<file path="src/rtl/burst_chk_pkg.sv">
package burst_chk_pkg;
  localparam int WORD_W = 16;
  localparam int PORT_W = 8;
  localparam int DIP_W  = 4;

  typedef enum logic [1:0] {
    EOP_NONE  = 2'b00,
    EOP_ABORT = 2'b01,
    EOP_TWO   = 2'b10,
    EOP_ONE   = 2'b11
  } eop_code_e;

  // Field view of an incoming word (meaningful when is_ctrl is set).
  typedef struct packed {
    logic              is_ctrl;
    eop_code_e         eop;
    logic              sop;
    logic [PORT_W-1:0] port;
    logic [DIP_W-1:0]  dip;
  } word_fields_t;

  typedef struct packed {
    logic [WORD_W-1:0] data;
    logic              is_ctrl;
    logic [PORT_W-1:0] port;
    logic              sop;
    logic              eop;
    logic              abort;
    logic [1:0]        bytes;
    logic              dip_err;
    logic              len_err;
    logic              sop_err;
    logic [PORT_W-1:0] err_port;
  } annot_t;

  function automatic logic [WORD_W-1:0] rotl1(input logic [WORD_W-1:0] a);
    return {a[WORD_W-2:0], a[WORD_W-1]};
  endfunction

  function automatic logic [DIP_W-1:0] dip_fold(input logic [WORD_W-1:0] a);
    logic [DIP_W-1:0] r;
    r = '0;
    for (int i = 0; i < WORD_W / DIP_W; i++) r ^= a[i*DIP_W +: DIP_W];
    return r;
  endfunction
endpackage

</file>
<file path="src/rtl/burst_dip_accum.sv">
module burst_dip_accum
  import burst_chk_pkg::*;
(
  input  logic              clk,
  input  logic              rst_n,
  input  logic              step,
  input  logic              is_ctrl,
  input  logic [WORD_W-1:0] word,
  output logic [DIP_W-1:0]  dip_calc
);
  logic [WORD_W-1:0] acc_q;
  logic [WORD_W-1:0] masked;
  logic [WORD_W-1:0] acc_next;

  always_comb begin
    masked = word;
    if (is_ctrl) masked[DIP_W-1:0] = '1;
    acc_next = rotl1(acc_q) ^ masked;
    dip_calc = dip_fold(acc_next);
  end

  always_ff @(posedge clk) begin
    if (!rst_n)    acc_q <= '0;
    else if (step) acc_q <= is_ctrl ? '0 : acc_next;
  end
endmodule

</file>
<file path="config.mk">
export PLATFORM = sky130hd
export DESIGN_NAME = burst_dip_accum
export DESIGN_NICKNAME = d
export VERILOG_FILES = /design/src/rtl/burst_chk_pkg.sv /design/src/rtl/burst_dip_accum.sv
export SDC_FILE = /design/constraint.sdc
export NUM_CORES = 1
export LEC_CHECK = 0
export BUFFER_PORTS_ARGS = -buffer_cell sky130_fd_sc_hd__buf_4
export CAP_MARGIN = 20
export CORE_MARGIN = 2
export CORE_UTILIZATION = 40
export DETAILED_ROUTE_END_ITERATION = 12
export HOLD_SLACK_MARGIN = 0.15
export PLACE_DENSITY = 0.77
export SYNTH_ARGS = -nofsm -noshare
export SYNTH_HDL_FRONTEND = slang
export SYNTH_SLANG_ARGS = --single-unit
</file>
<file path="constraint.sdc">
create_clock -name clk -period 1.1 [get_ports clk]
set_input_delay 0.11 -clock clk [delete_from_list [all_inputs] [get_ports clk]]
set_output_delay 0.11 -clock clk [all_outputs]
set_load 0.02 [all_outputs]
</file>
; After elaboration in Yosys (flattened, before gate mapping)
; Cells that the tools add are included.
[op_classes]
n_mux = 2
n_bitwise = 4
[op_table]
columns = op, count
row1 = two-way mux 16 bit, 1
row2 = bitwise XOR 16 bit, 1
row3 = bitwise XOR 4 bit, 3
row4 = two-way mux 4 bit, 1
[word_totals]
register_bits = 16
input_bits = 20
output_inout_bits = 4
elab_cells = 7

; Logic depth before layout (Yosys ltp)
[logic_depth]
ltp_word = 5
mapped_depth = 6
ltp_nobuf = 3

; Worst setup path after synthesis
; No wires, ideal clock.
[synth_path]
kind = reg2out
from = reg acc_q[7]
to = out dip_calc[0]
arrival_time_ps = 1221
required_time_ps = 990
slack_ps = -231
path_stages_with_launch = 4
path_buffers = 0
path_cell_list = dfxtp_1 > xnor2_2 > xnor3_1 > xnor2_1
[synth_between]
elab_chain_len = 3
[synth_rtl]
columns = element, line
row1 = "start, declared", burst_dip_accum.sv:11  ; logic [WORD_W-1:0] acc_q;
row2 = "start signal, assigned", burst_dip_accum.sv:24  ; else if (step) acc_q <= is_ctrl ? '0 : acc_next;
row3 = bitwise XOR 16 bit, burst_dip_accum.sv:18  ; acc_next = rotl1(acc_q) ^ masked;
row4 = bitwise XOR 4 bit (2 in a row), burst_chk_pkg.sv:43  ; for (int i = 0; i < WORD_W / DIP_W; i++) r ^= a[i*DIP_W +: DIP_W];
row5 = "end, declared", burst_dip_accum.sv:9  ; output logic [DIP_W-1:0] dip_calc
; No other way between the ends.

; Final worst setup path
[layout_path]
from = reg acc_q[0]
to = out dip_calc[1]
[layout_between]
elab_chain_len = 4
[layout_rtl]
columns = element, line
row1 = bitwise XOR 16 bit, burst_dip_accum.sv:18
row2 = bitwise XOR 4 bit (3 in a row), burst_chk_pkg.sv:43
; No other way between the ends.

==> impl_metrics.ini <==
[clock_tree]
clk_latency_ns = 0.28
cts.sinks = 16
cts_max_level = 1
clkTransAtPathRegs_ns = 0.09
clock_path_buffers = 2
hold_buffers = 0
tritoncts = built
cts_buffers = 3
cts-root-buf = clkbuf_4

[synthesis]
yosysTopAreaCellShare = 0.332
yosysWarnings = 0
synth_area_leader_cell = dfxtp_1
seq_area_frac_synth = 0.332
ys_seq_elements = 16
synthTopCellsByArea = dfxtp_1, xnor2_1, and2_1
syn-num-nets = 122
synth_cell_types = 13
syn_inst = 102
postSynthAreaPerCell_um2 = 9.45
synth_area_um2 = 963

[detailed_routing]
drtIter0Drc = 2
drc = 0
wl_per_cell_um = 12.8
vias = 844
vias_per_cell = 4.72
first_pass_iters = 4
ant_nets = 0
wl_mm = 2.29

[timing]
slew_viol_final = 0
setup_ws_ns = -0.423
fin_crit_ns = 1.52
finalCritPeriodShare = 1.38
fin_skew_ns = 0.00477
worst_pin_slew_ns = 0.254
setup_viol = 4
rsz0062_at_grt = yes
fmax_mhz = 657
finalHoldViolCount = 0
relSlewSlack = 0.830

[hold_path]
hold_path_end = acc_q[13]
hp-class = in -> reg
hold_path_depth = 2
hp-start = rst_n

[layout]
reg_top3 = acc_q x16
nFillCells = 183
diodes = 0
drive_gt1_frac = 0.576
layout.nets = 173
area_delta_synth_final_pct = 58.2
final_util = 0.676
largest_reg_flops = 16
final-instance-count-excl-fill = 179
largest_register = acc_q

[place]
port_buffers = 23
dp_hpwl_mm = 1.61
gp_congestion = 0.797
dp_slack_ns = -0.152
dp_cells = 169

[die]
die_width_um = 53.1
die_y_um = 53.1
start_util = 0.427
num_rows = 17
core_um2 = 2250
die_area_um2 = 2820
pin_count = 24

[worst_setup_path]
crit_required_ns = 0.99
rr_worst_depth = 5
r2r_end = acc_q[12]
reg2reg_slack_ns = 0.03
cp-start-kind = flip-flop
cp.arrival_ns = 1.41
reg2reg_from = acc_q[11]
crit_type = reg -> out
cp_max_fo = 2
endpoint_kind = output port

[outcome]
outcome = finished, violations left
violations = setup timing

[power]
power_density_nw_per_um2 = 1090
ir_drop_mv = 0.947
p_total_mw = 1.67
p_leak_nw = 0.665

[global_routing]
grt_pass1_vias = 826
grt.total_usage = 0.180
grt_pass1_wl_mm = 3.59
grt_max_degree = 18
grt_overflow_total = 0
antenna_found_initial = 0

[run]
drv_cap = 0
[worst max path at each step]
stage / startpoint / end / cells after the start
6_report: acc_q[0] / dip_calc[1] / 4
5_1_grt: acc_q[6] / dip_calc[3] / 4
4_1_cts: acc_q[0] / dip_calc[1] / 4
3_5_place_dp: acc_q[6] / dip_calc[3] / 4
3_3_place_gp: acc_q[6] / dip_calc[3] / 4
2_1_floorplan: acc_q[15] / dip_calc[0] / 3
[power breakdown]
group	internal [mW]	switching (mW)	total (mW)
registers	0.606	0.0247	0.630
clock network	0.127	0.177	0.303
logic	0.429	0.302	0.732
total	1.16	0.503	1.67
[metrics by stage]
stage               hold slack (ns)  setup TNS [ns]  instance area (µm²)
detailed placement            0.450          -0.496                 1340
global placement              0.445          -0.415                 1340
finish                        0.161           -1.60                 1520
CTS                           0.151           -1.68                 1420
global route                  0.160           -1.91                 1520
floorplan                     0.232          -0.236                  998
[cells by family (layout without fill, tap and decap cells)]
| group | count (synthesis) | after routing | synth area share |
|---|---|---|---|
| flops | 16 | 16 | 0.332 |
| compound gates | 16 | 16 | 0.104 |
| xor+xnor | 28 | 28 | 0.343 |
| buf+inv | 21 | 70 | 0.0948 |
| simple gates | 21 | 21 | 0.126 |
[what timing repair did]
action | CTS | global route
setup endpoints to repair | 6 | 7
gates resized for setup | 6 | 17
setup buffers | 3 | 4
endpoints found under the hold margin | 0 | 0
pin swaps | 4 | 10
[worst max-delay path, cell delays in order (launching register included)]
cell and delay, ns:
dfxtp_2 0.34, clkinv_2 0.05, xnor3_2 0.43, xnor2_2 0.16, buf_4 0.16
[final cells by class]
| class | count | area [µm²] | share of cell area |
|---|---|---|---|
| Inverter | 16 | 65.1 | 0.0427 |
| Timing Repair Buffer | 51 | 390 | 0.256 |
| Sequential cell | 16 | 337 | 0.221 |
| Multi-Input combinational cell | 65 | 674 | 0.443 |
| Clock buffer | 3 | 22.5 | 0.0148 |
| Tap cell | 28 | 35.0 | 0.0230 |
[cells in the final DEF, fill, tap and decap left out]
cell      count
dfxtp_4       2
nor2_1        4
buf_6         2
xnor2_1      10
o22ai_2       3
clkinv_2      4
clkbuf_4      3
inv_1        12
xnor2_2      12
dfxtp_1       7
dfxtp_2       7
xnor2_4       2
buf_4        49
and2_1       14
xnor3_1       3
xnor3_2       1
o22ai_1      13
nand2b_1      1
and2_4        2
[per-layer routing]
layer	track usage	wire, µm	vias up
met2	0.321	1200	21
met1	0.207	942	398
met5	0	0	-
li1	-	-	419
met3	0.0424	94	6
met4	0.0641	52	0
[cells in the mapped netlist]
cell type  number
xnor2_1        20
xnor2_2         4
nand2b_1        1
and2_1         16
clkinv_2        4
buf_1           1
inv_1          12
dfxtp_1        16
buf_4           1
o22ai_1        16
xnor3_1         4
nor2_1          4
buf_2           3
No activity file was read; power rests on OpenSTA's default activity.
